`src/rtl/burst_pkg.sv`:
```
package burst_pkg;
  localparam int BEAT_W = 2;
  typedef logic [BEAT_W-1:0] beat_t;

  // low address bits for a given beat: interleaved XOR or linear wrapping add
  function automatic beat_t beat_low(beat_t start, beat_t cnt, logic lin);
    beat_t r;
    if (lin) r = start + cnt;
    else     r = start ^ cnt;
    return r;
  endfunction

  function automatic beat_t beat_next(beat_t cnt);
    return cnt + beat_t'(1);
  endfunction
endpackage

```
`src/rtl/burst_beat_counter.sv`:
```
module burst_beat_counter
  import burst_pkg::*;
(
  input  logic  clk,
  input  logic  rst_n,
  input  logic  load,
  input  logic  step,
  output beat_t cnt
);
  always_ff @(posedge clk) begin
    if (!rst_n)    cnt <= '0;
    else if (load) cnt <= '0;
    else if (step) cnt <= beat_next(cnt);
  end

  p_load_clear_r8: assert property (@(posedge clk) disable iff (!rst_n)
    load |=> (cnt == '0));
  p_step_inc_r4: assert property (@(posedge clk) disable iff (!rst_n)
    (!load && step) |=> (cnt == beat_t'($past(cnt) + 2'd1)));
  p_hold_cnt_r7: assert property (@(posedge clk) disable iff (!rst_n)
    (!load && !step) |=> $stable(cnt));
endmodule

```
`src/rtl/burst_start_capture.sv`:
```
module burst_start_capture #(
  parameter int ADDR_W = 19
) (
  input  logic              clk,
  input  logic              rst_n,
  input  logic              load,
  input  logic [ADDR_W-1:0] addr_in,
  input  logic              lin_in,
  output logic [ADDR_W-1:0] base,
  output logic              lin_q
);
  always_ff @(posedge clk) begin
    if (!rst_n) begin
      base  <= '0;
      lin_q <= 1'b0;
    end else if (load) begin
      base  <= addr_in;
      lin_q <= lin_in;
    end
  end

  p_base_stable_r9: assert property (@(posedge clk) disable iff (!rst_n)
    !load |=> $stable(base));
  p_mode_stable_r10: assert property (@(posedge clk) disable iff (!rst_n)
    !load |=> $stable(lin_q));
endmodule

```
`src/rtl/burst_addr_seq.sv`:
```
module burst_addr_seq
  import burst_pkg::*;
#(
  parameter int ADDR_W = 19
) (
  input  logic              clk,
  input  logic              rst_n,
  input  logic              strb_proc_n,
  input  logic              strb_ctrl_n,
  input  logic              adv_n,
  input  logic              burst_lin,
  input  logic [ADDR_W-1:0] addr_in,
  output logic [ADDR_W-1:0] array_addr
);
  localparam int HI_W = ADDR_W - BEAT_W;

  // named internal events
  logic              ev_load;
  logic              ev_step;
  beat_t             cnt;
  logic [ADDR_W-1:0] base;
  logic              lin_q;
  beat_t             low_bits;

  assign ev_load = !strb_proc_n || !strb_ctrl_n;
  assign ev_step = !adv_n;

  burst_start_capture #(.ADDR_W(ADDR_W)) u_cap (
    .clk(clk), .rst_n(rst_n), .load(ev_load), .addr_in(addr_in),
    .lin_in(burst_lin), .base(base), .lin_q(lin_q)
  );

  burst_beat_counter u_cnt (
    .clk(clk), .rst_n(rst_n), .load(ev_load), .step(ev_step), .cnt(cnt)
  );

  assign low_bits   = beat_low(base[BEAT_W-1:0], cnt, lin_q);
  assign array_addr = {base[ADDR_W-1:BEAT_W], low_bits};

  p_first_beat_r2: assert property (@(posedge clk) disable iff (!rst_n)
    ev_load |=> (array_addr == $past(addr_in)));
  p_upper_fixed_r9: assert property (@(posedge clk) disable iff (!rst_n)
    !ev_load |=> (array_addr[ADDR_W-1:BEAT_W] == $past(array_addr[ADDR_W-1:BEAT_W])));
  p_hold_addr_r7: assert property (@(posedge clk) disable iff (!rst_n)
    (!ev_load && !ev_step) |=> $stable(array_addr));
  initial begin
    if (HI_W < 1) $error("ADDR_W too small");
  end
endmodule

```
`config.mk`:
```
export PLATFORM = sky130hd
export DESIGN_NAME = burst_addr_seq
export DESIGN_NICKNAME = d
export VERILOG_FILES = /design/src/rtl/burst_pkg.sv /design/src/rtl/burst_beat_counter.sv /design/src/rtl/burst_start_capture.sv /design/src/rtl/burst_addr_seq.sv
export SDC_FILE = /design/constraint.sdc
export NUM_CORES = 1
export LEC_CHECK = 0
export BUFFER_PORTS_ARGS = -buffer_cell sky130_fd_sc_hd__clkbuf_2
export CAP_MARGIN = 20
export CORE_MARGIN = 1
export CORE_UTILIZATION = 46
export DETAILED_ROUTE_END_ITERATION = 10
export GPL_ROUTABILITY_DRIVEN = 0
export PLACE_DENSITY = 0.82
export SYNTH_ARGS = -nofsm -noshare
export SYNTH_HDL_FRONTEND = slang
export SYNTH_SLANG_ARGS = --single-unit
```
`constraint.sdc`:
```
create_clock -name clk -period 0.95 [get_ports clk]
set_input_delay 0.2375 -clock clk [delete_from_list [all_inputs] [get_ports clk]]
set_output_delay 0.2375 -clock clk [all_outputs]
set_load 0.005 [all_outputs]
```
Word-level counts from Yosys, hierarchy flattened
Cells that the tools add are included.

word-level totals
  flip-flop bits (word level) = 22
  input bits = 25
  output and inout port bits = 19
  logic and storage cells = 12

cells by class
  add/sub/neg operators = 2
  mux-type cells = 1
  bitwise logic cells = 2
  reduce and logical (&&, ||, !) cells = 4

operator list
  cell                                          count
  adder 2 x 1 -> 2 bit (second input constant)  1
  adder 2 bit                                   1
  zero test 1 bit                               2
  2-to-1 mux 2 bit                              1
  OR reduction 2 bit                            1
  XOR 2 bit                                     1
  logical OR 1 bit                              1
  inverter 1 bit                                1

Logic depth before layout (Yosys ltp)
Gate-level depths: netlist of run 1.

  depth in word-level cells = 3
  depth in mapped cells = 4

Cells and area by module
Synthesis of run 1 repeated with hierarchy kept, for this count alone.

second synthesis, totals
  cells, all modules = 78
  area, all modules = 882.1 um^2

by module, submodules not included
  module               instances  cells an instance  area an instance (um^2)
  burst_start_capture  1          64                 755.7
  burst_beat_counter   1          8                  85.1
  burst_addr_seq       1          6                  41.3

Worst setup path before layout of run 1
No wires, ideal clock.

  path type = flip-flop to output port
  start point = register u_cnt.cnt[0]
  end point = output port array_addr[1]
  data arrival time = 0.671 ns
  data required time = 0.712 ns
  setup slack = 0.041 ns
  stages on the path, launching flop included = 4
  path buffers = 0
  cells stage by stage = dfxtp_1 ha_1 nand2_1 xnor2_1

between the ends
  longest elaborated chain between the ends = 2

ends and longest elaborated chain
  what                    RTL line                  source
  start, declared         burst_beat_counter.sv:8   output beat_t cnt
  start signal, assigned  burst_beat_counter.sv:13  else if (step) cnt <= beat_next(cnt);
  adder 2 bit             burst_pkg.sv:8            if (lin) r = start + cnt;
  2-to-1 mux 2 bit        burst_pkg.sv:8
  end, declared           burst_addr_seq.sv:13      output logic [ADDR_W-1:0] array_addr

Every way passes these cells.

Final worst setup path of run 1
  start point = register u_cnt.cnt[1]
  end point = output port array_addr[1]

between the ends
  longest elaborated chain between the ends = 2

ends and longest elaborated chain
  what                                      RTL line
  adder 2 bit or XOR 2 bit (tied branches)  burst_pkg.sv:8, burst_pkg.sv:9
  2-to-1 mux 2 bit (*)                      burst_pkg.sv:8

Mark *: on every way between the ends. The rest lies on a longest branch, timed or not.

==> impl_metrics.py, run 1 <==
metrics = {
    "logic_synthesis": {
        "ys_dominant_reg_cell": "dfxtp_1",
        "syn_avg_cell_area_um2": 9.10,
        "synth_top_area_share_pct": 41.4,
        "ys_seq_elements": 22,
        "synth_top_area_cell": "dfxtp_1",
        "yosys-top-cells-area": "dfxtp_1 (41%), a21boi_2 (21%), nand2_1 (15%)",
        "synth_edf_count": 0,
        "syn_nets": 143,
        "syn_inst": 117,
        "yosysMostFrequentCell": "nand2_1",
        "yosys_warnings": 0,
        "yosys-top-cells-count": "nand2_1 (43), dfxtp_1 (22), a21boi_2 (20), buf_4 (17)",
        "async_flop_share_pct": 0,
        "syn_area_um2": 1060,
        "ys_seq_area_share_pct": 41.4,
        "yosysUniqueCellTypes": 15,
    },
    "clock_tree": {
        "cts.sinks": 22,
        "cts_buffers": 3,
        "cts_tree": "built",
        "clock_latency_ns": 0.30,
        "htree_levels": 1,
        "root_buffer": "clkbuf_4",
        "path_clk_slew_ns": 0.11,
        "cts.path.max_buffers": 2,
    },
    "cells_and_area": {
        "finalNetCount": 177,
        "area_growth_syn_to_layout_pct": 25.7,
        "diodes": 0,
        "stdcell_count": 177,
        "seqCellArea_um2": 467,
        "final_area_um2": 1340,
        "fillers": 199,
        "drive_gt1_share_pct": 68.5,
        "multiInputGateArea_um2": 497,
    },
    "worst_setup_path": {
        "critPathArrivalTime_ns": 1.13,
        "crit_path_top_delay_cell": "dfxtp_2",
        "rr_endpoint": "u_cnt.cnt[1]",
        "cp-endpoint": "array_addr[1]",
        "reg2regPathDepth": 4,
        "rrSetupSlack_ns": 0.04,
        "cp_cell_sequence": "xor2_2 -> xnor2_2 -> clkbuf_2",
        "worst-path-max-fanout": 2,
        "cp_top_family": "flip-flops",
        "cp-start-kind": "flip-flop",
        "path_depth": 3,
        "path_class": "flip-flop to output pin",
        "startpoint": "u_cnt.cnt[1]",
        "worstPathRequired_ns": 0.71,
        "worstSetupEndpointType": "output pin",
        "reg2reg_from": "u_cnt.cnt[0]",
        "slowest_delay_ns": 0.36,
        "worst-path-buf-inv": 1,
    },
    "floorplan": {
        "die_area_um2": 2510,
        "initial_core_util_pct": 48.6,
        "io_pins": 44,
        "core_um2": 2190,
        "die_height_um": 50.1,
        "die_w_um": 50.1,
        "row_count": 17,
    },
    "detailed_routing": {
        "first_pass_iters": 3,
        "antenna_left": 0,
        "drt_iter0_drc": 7,
        "vias_per_cell": 4.51,
        "wirelength_um": 1900,
        "vias": 799,
        "drcViolationCount": 0,
        "avgRoutedWirePerCell_um": 10.7,
    },
    "min_path": {
        "hold_path.class": "primary input to flip-flop",
    },
    "global_routing": {
        "grt_pass1_vias": 798,
        "antenna_found_initial": 0,
        "grt_pass1_wl_um": 3190,
        "grt_usage_pct": 17.0,
        "gr-total-overflow": 0,
        "grt_start_max_net_pins": 21,
    },
    "sta": {
        "tightest_slew_ns": 0.166,
        "relSlewSlack_pct": 88.9,
        "final.min_clock_period_ns": 1.37,
        "hold_viol_final": 0,
        "rsz0062_at_grt": "yes",
        "fmax_mhz": 732,
        "finClkSkew_ns": 0.00000935,
        "report.final.slew_viol_count": 0,
        "fin_crit_sh_pct": 144,
        "final-setup-viol-count": 19,
        "layout_setup_ws_ns": -0.415,
    },
    "flow_run": {
        "drv_cap": 0,
    },
    "placement": {
        "dpl-instance-area_um2": 1220,
        "dp_hpwl_um": 1390,
        "dp_cells": 171,
        "portBuffers": 43,
    },
    "power_and_ir_drop": {
        "total_power_mw": 1.74,
        "power_density_nw_per_um2": 1300,
        "vdd_drop_max_v": 0.000742,
        "p_leak_nw": 0.642,
    },
    "run_status": {
        "violations": "setup timing",
        "status": "complete, but fails checks",
    },
}
kinds of logic after synthesis:
family                   Yosys count  share of synthesized area (%)
AND/OR/NAND/NOR                   48                           18.1
buffers and inverters             23                           15.7
flip-flops                        22                           41.4
AO/OA/AOI/OAI                     20                           21.2
XOR/XNOR                           3                           2.47
adder cells (fa/ha/maj)            1                           1.17
report_power, final:
| group | internal, mW | leakage (nW) | switching, mW |
|---|---|---|---|
| Sequential | 0.986 | 0.189 | 0.0306 |
| Combinational | 0.179 | 0.440 | 0.133 |
| Clock | 0.148 | 0.0138 | 0.263 |
how the worst min path moves through the flow:
stage / endpoint / slack, ns / cells past startpoint / startpoint
2_1_floorplan: u_cnt.cnt[1] / 0.38 / 2 / rst_n
3_3_place_gp: u_cap.base[5] / 0.44 / 2 / u_cap.base[5]
3_5_place_dp: u_cap.base[5] / 0.45 / 2 / u_cap.base[5]
4_1_cts: u_cap.base[0] / 0.15 / 3 / addr_in[0]
5_1_grt: u_cap.base[14] / 0.13 / 3 / addr_in[14]
6_report: u_cap.base[5] / 0.15 / 3 / addr_in[5]
stage by stage:
step | hold slack [ns] | setup WS (ns) | TNS (ns) | util, %
3_3_place_gp | 0.445 | -0.0730 | -0.0730 | 55.6
6_report | 0.150 | -0.415 | -1.21 | 61.1
3_5_place_dp | 0.450 | -0.120 | -0.120 | 55.6
5_1_grt | 0.133 | -0.470 | -2.17 | 61.1
2_1_floorplan | 0.380 | 0.0413 | 0 | -
4_1_cts | 0.149 | -0.438 | -1.40 | 59.7
worst reg2reg max path: cells and delay by family (launching register included):
family / cells / cell delay [ns]
flip-flops: 1 / 0.36
AND/OR/NAND/NOR: 2 / 0.22
buffers and inverters: 1 / 0.11
XOR/XNOR: 1 / 0.13
per-layer routing:
metal | GRT usage [%] | wire, µm | up-vias | share of wire, %
met5 | 0 | 0 | - | 0
li1 | - | - | 417 | -
met3 | 3.70 | 118 | 2 | 6.2
met4 | 7.14 | 16 | 0 | 0.84
met1 | 17.4 | 763 | 349 | 40
met2 | 32.2 | 996 | 31 | 53
flip-flops by register name, summed over array words and instances, names as in the netlist:
signal,cells
u_cap.lin_q,1
u_cap.base,19
u_cnt.cnt,2
timing repair:
| item | 4_1_cts | 5_1_grt |
|---|---|---|
| pin swaps | 2 | 2 |
| hold buffers | 0 | 0 |
| setup buffers | 1 | 2 |
| endpoints found under the setup margin | 19 | 21 |
| gates resized for setup | 27 | 3 |
layout make-up:
| cell class | count | area share (%) |
|---|---|---|
| clock buffers | 3 | 1.68 |
| flip-flops and latches | 22 | 34.9 |
| well taps | 28 | 2.62 |
| multi-input cells | 72 | 37.1 |
| repair buffers | 52 | 23.7 |
placed cells by master (no fill, tap or decap):
cell type / count
nand2_4: 1
and2b_1: 1
nand2_1: 42
buf_6: 2
and2_4: 1
dfxtp_1: 1
dfxtp_2: 21
buf_4: 6
nor2b_1: 1
clkbuf_2: 42
nor2_1: 1
ha_4: 1
buf_12: 2
xnor2_1: 1
nor3_2: 1
xor2_2: 1
a21boi_2: 20
xnor2_2: 1
clkbuf_4: 3
Note: power is estimated with default switching activity, not from simulation.
==> inputs of run 2 (changes only) <==
CELL_PAD_IN_SITES_DETAIL_PLACEMENT = 1   (was unset)
CELL_PAD_IN_SITES_GLOBAL_PLACEMENT = 1   (was unset)
CORE_UTILIZATION = 34   (was 46)
CTS_BUF_LIST = sky130_fd_sc_hd__clkbuf_16   (was unset)
PLACE_DENSITY = 0.83   (was 0.82)
==> run 2 against run 1 <==
Effect of this change: the flow finishes with violations (DRC, setup timing); count of clock-buffer cells in the layout unchanged; combinational power up 2%; design area up 6.1%; clock skew up 0.0027 ns; core utilization down 11 points; via count up 6.0%; final cell count up 3.4%; critical path depth up 1; first-iteration DRC count rose to 2.7 times the previous value; sequential cell count unchanged; die area up 34%; largest cell class unchanged; largest power group is now the clock network.
==> impl_metrics.py, run 2 (synthesis results as in run 1) <==
metrics = {
    "cells_and_area": {
        "stdcell_count": 183,
        "mostFrequentLayoutCells": "nand2_1 (42), clkbuf_2 (41), dfxtp_2 (21)",
        "final_common_cell": "nand2_1",
        "drive_gt1_share_pct": 67.8,
        "area_growth_syn_to_layout_pct": 33.4,
        "finalCoreUtilization_pct": 49.8,
        "reg_top3": "u_cap.base: 19 flops, u_cnt.cnt: 2 flops, u_cap.lin_q: 1 flops",
        "top_register": "u_cap.base",
        "finalNetCount": 179,
        "largest_register_ffs": 19,
        "diodes": 0,
    },
    "worst_setup_path": {
        "cp_cell_sequence": "ha_4 -> nand2_2 -> xnor2_1 -> buf_2",
        "critPathArrivalTime_ns": 1.01,
        "reg2reg_from": "u_cnt.cnt[0]",
        "cp-start-kind": "flip-flop",
        "worst-path-max-fanout": 2,
        "rrSetupSlack_ns": -0.14,
        "crit_path_top_delay_cell": "dfxtp_2",
        "path_class": "flip-flop to output pin",
        "worstPathRequired_ns": 0.71,
        "reg2regPathDepth": 5,
        "slowest_delay_ns": 0.35,
        "rr_endpoint": "u_cnt.cnt[1]",
        "worstSetupEndpointType": "output pin",
    },
    "global_routing": {
        "antenna_found_initial": 0,
        "grt_start_max_net_pins": 14,
        "grt_pass1_vias": 950,
        "gr-total-overflow": 0,
        "grt_pass1_wl_um": 3900,
        "grt_usage_pct": 15.3,
    },
    "power_and_ir_drop": {
        "comb_power_share_pct": 12.7,
        "clockPowerShare_pct": 46.7,
        "swShare_pct": 20.2,
        "internal-power_mw": 2.00,
        "p_leak_nw": 0.666,
        "p_sw_uw": 506,
        "vdd_drop_max_v": 0.000994,
        "power_density_nw_per_um2": 1770,
        "pwr-share-seq_pct": 40.6,
    },
    "detailed_routing": {
        "drcViolationCount": 5,
        "first_pass_iters": 7,
        "antenna_left": 0,
        "avgRoutedWirePerCell_um": 12.8,
        "wirelength_um": 2350,
        "vias_per_cell": 4.63,
        "vias": 847,
        "drt_iter0_drc": 19,
    },
    "floorplan": {
        "die_height_um": 58.0,
        "die_w_um": 58.0,
        "core_um2": 2850,
        "row_count": 19,
        "io_pins": 44,
        "initial_core_util_pct": 37.3,
        "die_area_um2": 3360,
    },
    "sta": {
        "final.min_clock_period_ns": 1.25,
        "tightest_slew_ns": 0.149,
        "hold_viol_final": 0,
        "report.final.slew_viol_count": 0,
        "final-setup-viol-count": 3,
        "relSlewSlack_pct": 90.0,
        "fmax_mhz": 799,
        "finClkSkew_ns": 0.00268,
        "layout_setup_ws_ns": -0.302,
        "fin_crit_sh_pct": 132,
        "rsz0062_at_grt": "yes",
    },
    "flow_run": {
        "drv_cap": 0,
    },
    "clock_tree": {
        "cts.sinks": 22,
        "cts_tree": "built",
        "cts.path.max_buffers": 2,
        "htree_levels": 1,
        "path_clk_slew_ns": 0.06,
        "cts_buffers": 3,
        "root_buffer": "clkbuf_16",
        "cts-hold-fix-buffers": 0,
        "clock_latency_ns": 0.25,
    },
    "min_path": {
        "hold_path.class": "primary input to flip-flop",
        "min_from": "addr_in[6]",
        "worstHoldPathCells": 3,
        "min_to": "u_cap.base[6]",
    },
    "run_status": {
        "status": "complete, but fails checks",
        "violations": "DRC, setup timing",
    },
    "placement": {
        "portBuffers": 43,
        "dp_cells": 176,
    },
}
-- run 2: cell type report --
cell class	instances	area, µm²
clock buffer	3	75.1
clock inverter	1	30.0
fill	348	1430
sequential	22	467
timing repair buffer	54	333
multi-input combinational	72	477
tap	31	38.8
-- run 2: worst max-delay path by stage --
stage	cells after the start	start	slack [ns]	endpoint
after floorplan	3	u_cnt.cnt[0]	0.04	array_addr[1]
after global placement	4	u_cnt.cnt[0]	-0.08	array_addr[1]
after detailed placement	4	u_cnt.cnt[0]	-0.09	array_addr[1]
after CTS	4	u_cnt.cnt[0]	-0.34	array_addr[1]
after global routing	4	u_cap.base[0]	-0.37	array_addr[1]
final	4	u_cap.base[0]	-0.30	array_addr[1]
-- run 2: routing by layer --
layer  up-vias  GRT usage [%]  share of wire (%)
li1        420              -                  -
met5         -              0                  0
met3         3           3.79                6.6
met4         0           4.08               0.81
met2        34           32.3                 57
met1       390           14.0                 36
-- run 2: through the flow --
stage | worst slack [ns] | area, µm² | hold WS, ns | power, mW | setup TNS (ns)
after floorplan | 0.0413 | 1060 | 0.380 | 1.23 | 0
after CTS | -0.336 | 1370 | 0.213 | 2.52 | -0.575
after detailed placement | -0.0865 | 1240 | 0.456 | 1.33 | -0.0865
final | -0.302 | 1420 | 0.211 | 2.51 | -0.657
after global routing | -0.374 | 1420 | 0.220 | 2.62 | -0.843
after global placement | -0.0779 | 1240 | 0.444 | 1.31 | -0.0779
-- run 2: power by group through the flow --
stage	logic, mW	registers (mW)	clock network (mW)
finish	0.319	1.02	1.17
CTS	0.309	1.01	1.20
global placement	0.291	1.02	0
global route	0.352	1.02	1.24
detailed placement	0.306	1.03	0
floorplan	0.216	1.02	0
-- run 2: repair_timing --
item | in CTS | in global routing
setup buffers | 0 | 3
gates cloned | 0 | 0
gates resized for setup | 10 | 18
pin swaps | 2 | 6
setup endpoints to repair | 6 | 19
-- run 2: worst max-delay path: cells and delay by family (launching register included) --
kind / cells / cell delay, ns
flip-flops: 1 / 0.35
adder cells (fa/ha/maj): 1 / 0.13
buffers and inverters: 1 / 0.12
XOR/XNOR: 1 / 0.11
AND/OR/NAND/NOR: 1 / 0.04
